[src/rtl/dl_pkg.sv]
package dl_pkg;
   typedef enum logic [1:0] {
      EV_NONE  = 2'd0,
      EV_START = 2'd1,
      EV_BIT   = 2'd2,
      EV_END   = 2'd3
   } dl_ev_e;
endpackage

[src/rtl/dl_sync.sv]
module dl_sync #(
   parameter int   STAGES  = 2,
   parameter logic RST_VAL = 1'b0
) (
   input  logic clk,
   input  logic rst_n,
   input  logic d,
   output logic q
);
   logic [STAGES-1:0] chain;

   generate
      if (STAGES < 2) begin : g_bad_stages
         $error("dl_sync: STAGES must be at least 2");
      end
   endgenerate

   always_ff @(posedge clk or negedge rst_n) begin
      if (!rst_n) chain <= {STAGES{RST_VAL}};
      else        chain <= {chain[STAGES-2:0], d};
   end

   assign q = chain[STAGES-1];
endmodule

[src/rtl/dl_shift.sv]
module dl_shift #(
   parameter int WORD_W = 12,
   parameter int CODE_W = 8,
   parameter int SEL_W  = 1,
   parameter int CNT_W  = 4
) (
   input  logic              clk,
   input  logic              rst_n,
   input  logic              clr,
   input  logic              shift,
   input  logic              din,
   output logic [SEL_W-1:0]  sel_o,
   output logic [CODE_W-1:0] code_o,
   output logic [CNT_W-1:0]  cnt_o
);
   localparam logic [CNT_W-1:0] CNT_SAT = CNT_W'(WORD_W + 1);

   logic [WORD_W-1:0] sreg;
   logic [CNT_W-1:0]  cnt;

   always_ff @(posedge clk or negedge rst_n) begin
      if (!rst_n) begin
         sreg <= '0;
         cnt  <= '0;
      end else if (clr) begin
         sreg <= '0;
         cnt  <= '0;
      end else if (shift) begin
         sreg <= {sreg[WORD_W-2:0], din};
         if (cnt < CNT_SAT) cnt <= cnt + 1'b1;
      end
   end

   assign sel_o  = sreg[WORD_W-1 -: SEL_W];
   assign code_o = sreg[CODE_W-1:0];
   assign cnt_o  = cnt;
endmodule

[src/rtl/dl_bank.sv]
module dl_bank #(
   parameter int CODE_W = 8,
   parameter int SEL_W  = 1,
   parameter int NUM_CH = 2
) (
   input  logic                     clk,
   input  logic                     rst_n,
   input  logic                     load,
   input  logic [SEL_W-1:0]         sel,
   input  logic [CODE_W-1:0]        code,
   output logic [NUM_CH*CODE_W-1:0] codes
);
   generate
      for (genvar g = 0; g < NUM_CH; g++) begin : g_ch
         logic [CODE_W-1:0] reg_q;
         always_ff @(posedge clk or negedge rst_n) begin
            if (!rst_n)                             reg_q <= '0;
            else if (load && (sel == SEL_W'(g)))   reg_q <= code;
         end
         assign codes[g*CODE_W +: CODE_W] = reg_q;
      end
   endgenerate
endmodule

[src/rtl/ctl_dac_loader.sv]
module ctl_dac_loader #(
   parameter int WORD_W      = 12,
   parameter int CODE_W      = 8,
   parameter int PAD_W       = 3,
   parameter int SYNC_STAGES = 2
) (
   input  logic              clk,
   input  logic              rst_n,
   input  logic              ser_clk,
   input  logic              ser_dat,
   input  logic              ser_en_n,
   output logic [CODE_W-1:0] code_ch0,
   output logic [CODE_W-1:0] code_ch1,
   output logic              dac_on
);
   import dl_pkg::*;

   localparam int SEL_W  = WORD_W - PAD_W - CODE_W;
   localparam int NUM_CH = 1 << SEL_W;
   localparam int CNT_W  = $clog2(WORD_W + 2);

   generate
      if (SEL_W != 1) begin : g_bad_frame
         $error("ctl_dac_loader: frame must leave exactly one select bit");
      end
      if (SYNC_STAGES < 2) begin : g_bad_sync
         $error("ctl_dac_loader: SYNC_STAGES must be at least 2");
      end
   endgenerate

   logic clk_s, dat_s, en_s;
   logic clk_p, en_p;
   dl_ev_e ev;
   logic [SEL_W-1:0]  sel_w;
   logic [CODE_W-1:0] code_w;
   logic [CNT_W-1:0]  bit_cnt;
   logic              load;
   logic [NUM_CH*CODE_W-1:0] codes;

   dl_sync #(.STAGES(SYNC_STAGES), .RST_VAL(1'b0)) u_sync_clk (
      .clk(clk), .rst_n(rst_n), .d(ser_clk), .q(clk_s));
   dl_sync #(.STAGES(SYNC_STAGES), .RST_VAL(1'b0)) u_sync_dat (
      .clk(clk), .rst_n(rst_n), .d(ser_dat), .q(dat_s));
   dl_sync #(.STAGES(SYNC_STAGES), .RST_VAL(1'b1)) u_sync_en (
      .clk(clk), .rst_n(rst_n), .d(ser_en_n), .q(en_s));

   always_ff @(posedge clk or negedge rst_n) begin
      if (!rst_n) begin
         clk_p <= 1'b0;
         en_p  <= 1'b1;
      end else begin
         clk_p <= clk_s;
         en_p  <= en_s;
      end
   end

   always_comb begin
      if (en_s && !en_p)                     ev = EV_END;
      else if (!en_s && en_p)                ev = EV_START;
      else if (!en_s && clk_s && !clk_p)     ev = EV_BIT;
      else                                   ev = EV_NONE;
   end

   dl_shift #(.WORD_W(WORD_W), .CODE_W(CODE_W), .SEL_W(SEL_W), .CNT_W(CNT_W)) u_shift (
      .clk(clk), .rst_n(rst_n),
      .clr(ev == EV_START), .shift(ev == EV_BIT), .din(dat_s),
      .sel_o(sel_w), .code_o(code_w), .cnt_o(bit_cnt));

   assign load = (ev == EV_END) && (bit_cnt == CNT_W'(WORD_W));

   dl_bank #(.CODE_W(CODE_W), .SEL_W(SEL_W), .NUM_CH(NUM_CH)) u_bank (
      .clk(clk), .rst_n(rst_n), .load(load), .sel(sel_w), .code(code_w),
      .codes(codes));

   assign code_ch0 = codes[0 +: CODE_W];
   assign code_ch1 = codes[CODE_W +: CODE_W];
   assign dac_on   = ~en_s;
endmodule

[config.mk]
export PLATFORM = sky130hd
export DESIGN_NAME = ctl_dac_loader
export DESIGN_NICKNAME = d
export VERILOG_FILES = /design/src/rtl/dl_pkg.sv /design/src/rtl/dl_sync.sv /design/src/rtl/dl_shift.sv /design/src/rtl/dl_bank.sv /design/src/rtl/ctl_dac_loader.sv
export SDC_FILE = /design/constraint.sdc
export NUM_CORES = 1
export LEC_CHECK = 0
export ABC_AREA = 1
export BUFFER_PORTS_ARGS = -buffer_cell sky130_fd_sc_hd__buf_2
export CAP_MARGIN = 20
export CORE_ASPECT_RATIO = 1.75
export CORE_UTILIZATION = 29
export DETAILED_ROUTE_END_ITERATION = 7
export PLACE_DENSITY_LB_ADDON = 0.08
export SYNTH_ARGS = -nofsm -noshare
export SYNTH_HDL_FRONTEND = slang
export SYNTH_SLANG_ARGS = --single-unit
[constraint.sdc]
create_clock -name clk -period 2.45 [get_ports clk]
set_clock_uncertainty 0.2 [all_clocks]
set_input_delay 0.49 -clock clk [delete_from_list [all_inputs] [get_ports clk]]
set_output_delay 0.49 -clock clk [all_outputs]
set_load 0.01 [all_outputs]
==> impl_metrics.env, run 1 <==
export IMPL_grt_pass1_wl_mm=5.35
export IMPL_slowest_delay_ns=0.56
export IMPL_dp_cells=273
export IMPL_vdd_drop_max_mv=0.449
export IMPL_syn_nets=188
export IMPL_overflow=0
export IMPL_globalplace_congestion=0.665
export IMPL_crit_fanout=15
export IMPL_post_dp_cell_area_um2=1940
export IMPL_antenna_found_initial=0
export IMPL_cp_start_kind="flop"
export IMPL_hold_viol=0
export IMPL_die_h_um=105
export IMPL_synth_xor_area_share_pct=0
export IMPL_yosysTopAreaCell="dfrtp_1"
export IMPL_final_core_util_pct=34.6
export IMPL_dieWidth_um=61.1
export IMPL_synth_edf_count=0
export IMPL_layout_setup_ws_ns=0.465
export IMPL_synth_top_family_by_area="simple AND/OR/NAND/NOR gates"
export IMPL_synth_top_flop_cell="dfrtp_1"
export IMPL_async_reset_ff_share_pct=100
export IMPL_clk_latency_ns=0.28
export IMPL_synth_mux_area_share_pct=0
export IMPL_rr_endpoint="u_shift.cnt_o[3]"
export IMPL_worstPathCellList="inv_1 -> ha_1 -> inv_1 -> nand2_1 -> nand3_1 -> nand2_1 -> nand2_1"
export IMPL_wirelength_met1_mm=1.32
export IMPL_wl_met3_um=111
export IMPL_slew_viol_final=0
export IMPL_r2r_cells=7
export IMPL_fin_area_um2=2030
export IMPL_synth_compound_area_share_pct=14.0
export IMPL_coreArea_um2=5880
export IMPL_die_area_um2=6440
export IMPL_cpMaxStageDelayCell="dfstp_2"
export IMPL_fmax_mhz=504
export IMPL_clock_sinks=40
export IMPL_hp_class="primary input to flop"
export IMPL_cts_tree="yes"
export IMPL_num_rows=37
export IMPL_dp_hpwl_mm=2.20
export IMPL_drt_iter0_markers=43
export IMPL_grt_pass1_vias=1184
export IMPL_fin_nets=214
export IMPL_drive_gt1_share_pct=31.4
export IMPL_startpoint="u_sync_en.chain[1]"
export IMPL_power_leakage_nw=1.00
export IMPL_ys_seq_elements=40
export IMPL_tns_ns=0
export IMPL_vias=1209
export IMPL_synth_adder_area_share_pct=4.24
export IMPL_synthCells=177
export IMPL_cts_clk_slew_worst_paths_ns=0.07
export IMPL_syn_cell_area_um2=1770
export IMPL_h_tree_depth=2
export IMPL_worst_setup_path_end_kind="flop"
export IMPL_fin_crit_sh_pct=81.0
export IMPL_area_delta_synth_final_pct=14.7
export IMPL_avgSynthCellArea_um2=10.0
export IMPL_synth_simple_area_share_pct=18.3
export IMPL_critPathCapture="u_shift.cnt_o[3]"
export IMPL_cap_violations=0
export IMPL_start_util_pct=30.1
export IMPL_root_buffer="clkbuf_8"
export IMPL_antenna_diode_count=0
export IMPL_fin_crit_ns=1.98
export IMPL_arrival_ns=2.01
export IMPL_routed_top_layer="met4"
export IMPL_r2r_slack_ns=0.47
export IMPL_slew_headroom_pct=71.9
export IMPL_drc=0
export IMPL_yosysMostFrequentCell="nand2_1"
export IMPL_tightest_slew_ns=0.420
export IMPL_dr_pass1_iters=5
export IMPL_cts_resized=0
export IMPL_ios=22
export IMPL_synth_top_cell_area_share_pct=52.3
export IMPL_viasPerCell=4.29
export IMPL_routed_wl_mm=3.04
export IMPL_outcome="finished, final reports clean"
export IMPL_ys_warn_count=0
export IMPL_final_antenna_net_count=0
export IMPL_holdBufCountCts=1
export IMPL_setup_viol=0
export IMPL_seq_area_um2=1000
export IMPL_routedWlPerCell_um=10.8
export IMPL_fillers=636
export IMPL_grt_max_degree=25
export IMPL_ys_seq_area_share_pct=56.7
export IMPL_yosysUniqueCellTypes=16
export IMPL_dp_slack_ns=0.474
export IMPL_hold_depth=1
export IMPL_postCtsSetupBuffers=0
export IMPL_synth_area_top_cells="dfrtp_1, o21ai_2, nand2_1, dfstp_2, ha_1"
export IMPL_cts_buffer_depth=2
export IMPL_min_from="ser_en_n"
export IMPL_critical_path_class="flop to flop"
export IMPL_power_density_nw_per_um2=681
export IMPL_final_cells=282
export IMPL_reg2reg_from="u_sync_en.chain[1]"
export IMPL_required_ns=2.47
export IMPL_multi_input_area_um2=647
export IMPL_port_buffers=21
export IMPL_rsz0062_at_grt="no"
export IMPL_dr_wl_met2_mm=1.54
export IMPL_grt_use_total_pct=11.1
export IMPL_synth_common_cells="nand2_1, dfrtp_1, o21ai_2, inv_1, nand3_1"
export IMPL_numCtsBuffers=5
export IMPL_crit_path_frequent_cell="nand2_1"
kinds of logic (layout without fill, tap and decap cells):
| family | count (synthesis) | after routing |
|---|---|---|
| compound gates | 30 | 30 |
| fa+ha+maj | 6 | 6 |
| buf+inv | 24 | 51 |
| flops | 40 | 40 |
| simple gates | 77 | 77 |
cell usage in the layout (no fill, tap or decap), types with 4 or more instances in the layout:
cell type and n:
ha_1 6, clkbuf_8 5, nand3_1 8, buf_2 21, nor2_1 7, nand2_2 4, o21ai_2 26, dfrtp_1 37
inv_1 19, nand2_1 56
critical path: cells and delay by family (launching register included):
kind | cells | cell delay, ns
adder cells (fa/ha/maj) | 1 | 0.22
buffers and inverters | 2 | 0.40
flip-flops | 1 | 0.56
AND/OR/NAND/NOR | 4 | 0.54
per-stage QoR:
step / power, mW / hold WS [ns]
after floorplan: 0.929 / -0.00559
after global placement: 0.978 / 0.138
after detailed placement: 0.984 / 0.140
after CTS: 1.41 / 0.0858
after global routing: 1.48 / 0.0839
final: 1.38 / 0.102
worst min path at each step:
stage | endpoint | slack, ns
finish | u_sync_en.chain[0] | 0.10
global route | u_sync_en.chain[0] | 0.08
detailed placement | u_sync_dat.chain[1] | 0.14
global placement | u_sync_dat.chain[1] | 0.14
CTS | u_sync_en.chain[0] | 0.09
floorplan | clk_p | -0.006
layer usage:
metal	vias up	global-route usage, %
met2	29	17.8
met4	0	5.36
met5	-	0
li1	603	-
met3	5	2.58
met1	572	13.5
sequential cells by signal, indices dropped and copies added, names as in the netlist:
register           flops
clk_p                  1
en_p                   1
u_bank.g_ch.reg_q     16
u_shift.cnt_o          4
u_shift.sreg          12
u_sync_clk.chain       2
u_sync_dat.chain       2
u_sync_en.chain        2
report_power, final:
| part | internal, mW | switching, mW |
|---|---|---|
| Clock | 0.200 | 0.216 |
| Sequential | 0.715 | 0.0486 |
| Combinational | 0.0708 | 0.135 |
cell type report:
cell class,instances,share of cell area (%)
tap,78,4.80
sequential,40,49.4
clock buffer,7,3.76
clock inverter,1,0.246
multi-input combinational,113,31.8
inverter,19,3.51
timing repair buffer,24,6.40
Power figures use the tool's default switching activity.
==> run 2: changes to the inputs <==
==> constraint.sdc (replaced) <==
create_clock -name clk -period 1.85 [get_ports clk]
set_clock_uncertainty 0.2 [all_clocks]
set_input_delay 0.37 -clock clk [delete_from_list [all_inputs] [get_ports clk]]
set_output_delay 0.37 -clock clk [all_outputs]
set_load 0.01 [all_outputs]
==> run 2 against run 1 <==
First-iteration DRC count fell by 26%. Count of clock-buffer cells in the layout down 1. Sequential cell count did not move. Sequential share of layout area shrank 3.4 points. Worst setup slack got worse by 0.41 ns.
==> impl_metrics.env, run 2 (same netlist as run 1, synthesis figures left out) <==
export IMPL_outcome="finished, final reports clean"
export IMPL_routed_wl_mm=3.34
export IMPL_finalPower_mw=1.87
export IMPL_fin_nets=220
export IMPL_mostFrequentLayoutCells="nand2_1, dfrtp_1, o21ai_2, buf_2, inv_1"
export IMPL_critical_path_class="flop to flop"
export IMPL_dp_hpwl_mm=2.22
export IMPL_grt_pass1_wl_mm=5.51
export IMPL_clk_latency_ns=0.28
export IMPL_final_antenna_net_count=0
export IMPL_viasPerCell=4.38
export IMPL_fin_crit_sh_pct=96.8
export IMPL_hold_viol=0
export IMPL_die_area_um2=6440
export IMPL_rsz0062_at_grt="yes"
export IMPL_largest_register_ffs=16
export IMPL_layout_commonest_cell="nand2_1"
export IMPL_clock_sinks=40
export IMPL_drt_iter0_markers=32
export IMPL_arrival_ns=1.77
export IMPL_fmax_mhz=558
export IMPL_dr_pass1_iters=4
export IMPL_cts_clk_slew_worst_paths_ns=0.07
export IMPL_port_buffers=21
export IMPL_hp_class="flop to flop"
export IMPL_numCtsBuffers=5
export IMPL_fin_hold_ws_ns=0.152
export IMPL_regMostFlops="u_bank.g_ch.reg_q"
export IMPL_drive_gt1_share_pct=34.9
export IMPL_power_density_nw_per_um2=858
export IMPL_fin_crit_ns=1.79
export IMPL_cp_start_kind="flop"
export IMPL_globalplace_congestion=0.711
export IMPL_die_h_um=105
export IMPL_overflow=0
export IMPL_drc=0
export IMPL_worst_setup_path_end_kind="flop"
export IMPL_num_rows=37
export IMPL_grt_use_total_pct=11.5
export IMPL_tightest_slew_ns=0.394
export IMPL_start_util_pct=30.1
export IMPL_final_core_util_pct=37.1
export IMPL_ios=22
export IMPL_grt_busiest_layer="met2"
export IMPL_setup_viol=0
export IMPL_crit_fanout=6
export IMPL_antenna_found_initial=0
export IMPL_required_ns=1.83
export IMPL_power_leakage_nw=1.05
export IMPL_grt_use_met3_pct=2.58
export IMPL_grt_pass1_vias=1234
export IMPL_cts_tree="yes"
export IMPL_grt_max_degree=41
export IMPL_postCtsSetupBuffers=0
export IMPL_dieWidth_um=61.1
export IMPL_root_buffer="clkbuf_8"
export IMPL_area_delta_synth_final_pct=23.1
export IMPL_cap_violations=0
export IMPL_seq_area_um2=1000
export IMPL_vdd_drop_max_mv=0.363
export IMPL_cts_buffer_depth=2
export IMPL_fillers=617
export IMPL_coreArea_um2=5880
export IMPL_met2_usage_pct=21.0
export IMPL_slew_headroom_pct=73.6
export IMPL_h_tree_depth=2
export IMPL_slew_viol_final=0
export IMPL_multi_input_area_um2=757
export IMPL_vias=1256
export IMPL_antenna_diode_count=0
export IMPL_routedWlPerCell_um=11.7
export IMPL_grtUsageMet1_pct=11.9
==> run 2: worst paths after layout <==
| check | start | slack, ns | end | cells after the start |
|---|---|---|---|---|
| max | u_sync_en.chain[1] | 0.06 | u_shift.sreg[4] | 8 |
| min | u_sync_clk.chain[0] | 0.15 | u_sync_clk.chain[1] | 0 |
| max in group asynchronous | rst_n | 0.81 | u_sync_en.chain[1] | 3 |
| min in group asynchronous | rst_n | 0.39 | clk_p | 3 |
| max reg2reg | u_sync_en.chain[1] | 0.06 | u_shift.sreg[4] | 8 |
| min reg2reg | u_sync_clk.chain[0] | 0.15 | u_sync_clk.chain[1] | 0 |
==> run 2: cell type report <==
class | count | area share (%)
Sequential cell | 40 | 46.1
Multi-Input combinational cell | 116 | 34.7
Timing Repair Buffer | 27 | 7.92
Tap cell | 78 | 4.48
Clock buffer | 6 | 3.33
Inverter | 19 | 3.27
Clock inverter | 1 | 0.229
==> run 2: routing by layer <==
layer,up-vias,routed length [um]
met5,-,0
met2,26,1910
met4,0,57
met1,602,1310
met3,4,76
li1,624,-
==> run 2: critical path: stages (launching register included) <==
cell	delay [ns]
dfstp_2	0.56
inv_1	0.09
ha_4	0.16
nor2_1	0.10
nand2_2	0.10
nand3_4	0.22
nand2_4	0.11
nand2_1	0.09
o21ai_2	0.05
==> run 2: repair_timing <==
action,CTS,global route
pin swaps,0,5
hold buffers,4,0
gates cloned,0,3
gates resized for setup,2,10
endpoints found under the hold margin,40,0
setup endpoints to repair,12,32
==> run 2: power breakdown <==
part | total (mW) | switching [mW] | internal [mW]
Sequential | 1.01 | 0.0653 | 0.947
Combinational | 0.324 | 0.205 | 0.119
Clock | 0.535 | 0.279 | 0.256
Total | 1.87 | 0.549 | 1.32
==> run 2: through the flow <==
| step | area, um^2 | TNS (ns) | setup slack (ns) | std cells |
|---|---|---|---|---|
| floorplan | 1770 | 0 | 0.103 | 177 |
| global placement | 1950 | 0 | 0.0350 | 273 |
| detailed placement | 1950 | -0.0643 | -0.0235 | 273 |
| CTS | 2080 | 0 | 0.00732 | 284 |
| global route | 2180 | -1.03 | -0.0580 | 287 |
| finish | 2180 | 0 | 0.0590 | 287 |
==> run 3: changes to the inputs <==
==> constraint.sdc (replaced) <==
create_clock -name clk -period 1.9 [get_ports clk]
set_clock_uncertainty 0.2 [all_clocks]
set_input_delay 0.38 -clock clk [delete_from_list [all_inputs] [get_ports clk]]
set_output_delay 0.38 -clock clk [all_outputs]
set_load 0.01 [all_outputs]
==> run 3 against run 2 <==
Worst setup slack gained 0.064 ns. Critical path depth is the same. Cell count did not move. Register-to-register slack better by 0.06 ns. Sequential share of layout area increased by 0.62 points. Count of clock-buffer cells in the layout increased by 2. First-iteration DRC count rose by 22%. Wire length is 1.8% higher. Power up 1.9%.
==> impl_metrics.env, run 3 (same netlist as run 1, synthesis figures left out) <==
export IMPL_outcome="finished, final reports clean"
export IMPL_final_antenna_net_count=0
export IMPL_fmax_mhz=563
export IMPL_cts_tree="yes"
export IMPL_fillers=615
export IMPL_globalplace_congestion=0.719
export IMPL_cts_buffer_depth=2
export IMPL_routedWlPerCell_um=11.9
export IMPL_largest_register_ffs=16
export IMPL_power_density_nw_per_um2=886
export IMPL_dp_hpwl_mm=2.26
export IMPL_crit_path_frequent_cell="nand2_2"
export IMPL_viasPerCell=4.32
export IMPL_slowest_delay_ns=0.54
export IMPL_seq_area_um2=1000
export IMPL_routed_wl_mm=3.40
export IMPL_area_delta_synth_final_pct=21.5
export IMPL_slew_headroom_pct=65.8
export IMPL_finalPower_mw=1.91
export IMPL_die_area_um2=6440
export IMPL_coreArea_um2=5880
export IMPL_multi_input_area_um2=711
export IMPL_hold_viol=0
export IMPL_hold_depth=0
export IMPL_p_sw_mw=0.549
export IMPL_cpMaxStageDelayCell="dfstp_2"
export IMPL_vias=1240
export IMPL_regMostFlops="u_bank.g_ch.reg_q"
export IMPL_setup_viol=0
export IMPL_drive_gt1_share_pct=34.9
export IMPL_cts_clk_slew_worst_paths_ns=0.08
export IMPL_die_h_um=105
export IMPL_antenna_diode_count=0
export IMPL_min_from="u_sync_clk.chain[0]"
export IMPL_startpoint="u_sync_en.chain[1]"
export IMPL_grt_max_degree=41
export IMPL_p_sw_share_pct=28.8
export IMPL_cap_violations=0
export IMPL_worst_setup_path_end_kind="flop"
export IMPL_dieWidth_um=61.1
export IMPL_reg2reg_from="u_sync_en.chain[1]"
export IMPL_overflow=0
export IMPL_root_buffer="clkbuf_8"
export IMPL_worstPathCellList="inv_1 -> ha_1 -> nor2_2 -> nand2_2 -> nand2_2 -> nand2_4 -> nand2_8 -> o21ai_1"
export IMPL_r2r_cells=8
export IMPL_seqPwrFrac_pct=51.6
export IMPL_grt_pass1_vias=1148
export IMPL_clk_latency_ns=0.29
export IMPL_critical_path_class="flop to flop"
export IMPL_drt_iter0_markers=39
export IMPL_hp_class="flop to flop"
export IMPL_antenna_found_initial=0
export IMPL_grt_pass1_wl_mm=5.29
export IMPL_num_rows=37
export IMPL_required_ns=1.88
export IMPL_arrival_ns=1.76
export IMPL_power_leakage_nw=1.07
export IMPL_cp_start_kind="flop"
export IMPL_clock_sinks=40
export IMPL_grt_use_total_pct=11.5
export IMPL_fin_crit_ns=1.78
export IMPL_start_util_pct=30.1
export IMPL_layout_commonest_cell="nand2_1"
export IMPL_fin_hold_ws_ns=0.150
export IMPL_dr_pass1_iters=4
export IMPL_drc=0
export IMPL_post_dp_cell_area_um2=1940
export IMPL_fin_crit_sh_pct=93.5
export IMPL_fin_nets=219
export IMPL_numCtsBuffers=5
export IMPL_ios=22
export IMPL_fin_area_um2=2150
export IMPL_crit_fanout=12
export IMPL_intPower_mw=1.36
export IMPL_mostFrequentLayoutCells="nand2_1, dfrtp_1, o21ai_2, buf_2, inv_1"
export IMPL_pwr_share_comb_pct=15.4
export IMPL_slew_viol_final=0
export IMPL_tightest_slew_ns=0.512
export IMPL_vdd_drop_max_mv=0.380
export IMPL_port_buffers=21
export IMPL_p_clk_share_pct=32.9
export IMPL_h_tree_depth=2
==> run 3: cell count changes in the layout (fill, tap and decap cells not counted), sizes merged <==
| cell | delta |
|---|---|
| clkinv | -1 |
| clkbuf | +2 |
| nand2 | -2 |
| buf | +1 |
==> run 3: area by class of cell <==
cell class / count / share of cell area, %
Sequential cell: 40 / 46.7
Tap cell: 78 / 4.53
Inverter: 19 / 3.31
Timing Repair Buffer: 28 / 7.79
Multi-Input combinational cell: 114 / 33.0
Clock buffer: 8 / 4.65
==> run 3: path summary, 6_finish.rpt <==
kind	slack [ns]	endpoint
min in group asynchronous	0.48	u_shift.sreg[2]
hold / removal	0.15	u_sync_clk.chain[1]
hold reg to reg	0.15	u_sync_clk.chain[1]
setup reg to reg	0.12	u_shift.sreg[1]
max in group asynchronous	0.65	u_sync_en.chain[1]
setup / recovery	0.12	u_shift.sreg[1]
==> run 3: stage by stage <==
step,worst slack [ns],instances,setup TNS (ns),util [%]
4_1_cts,0.00815,285,0,35.4
5_1_grt,-0.00229,287,-0.00229,36.6
6_report,0.123,287,0,36.6
2_1_floorplan,0.153,177,0,-
3_3_place_gp,0.0863,273,0,33.0
3_5_place_dp,0.0154,273,0,33.0
==> run 3: power groups by stage <==
| stage | clock network, mW | logic (mW) | registers, mW |
|---|---|---|---|
| floorplan | 0 | 0.214 | 0.984 |
| global placement | 0 | 0.257 | 1.00 |
| detailed placement | 0 | 0.264 | 1.00 |
| CTS | 0.660 | 0.272 | 0.986 |
| global route | 0.687 | 0.345 | 0.995 |
| finish | 0.628 | 0.294 | 0.985 |
==> run 3: metal layers <==
metal  GRT usage [%]  vias up  share of wire (%)
met2            20.0       24                 57
met1            11.9      595                 38
met5               0        -                  0
met4            6.33        0                2.3
met3            2.58        6                2.9
li1                -      615                  -
==> run 3: what timing repair did <==
item                       CTS  global route
hold buffers                 4             0
buffers inserted             0             1
gates resized for setup      0            11
setup endpoints to repair    0            16
hold endpoints to repair    40             0
==> run 3: worst max-delay path, delay by kind of cell (launching register included) <==
family / cells / cell delay [ns]
and+or+nand+nor: 5 / 0.58
DFF: 1 / 0.54
adders and majority gates: 1 / 0.21
AOI/OAI and AO/OA: 1 / 0.07
buffers and inverters: 1 / 0.06
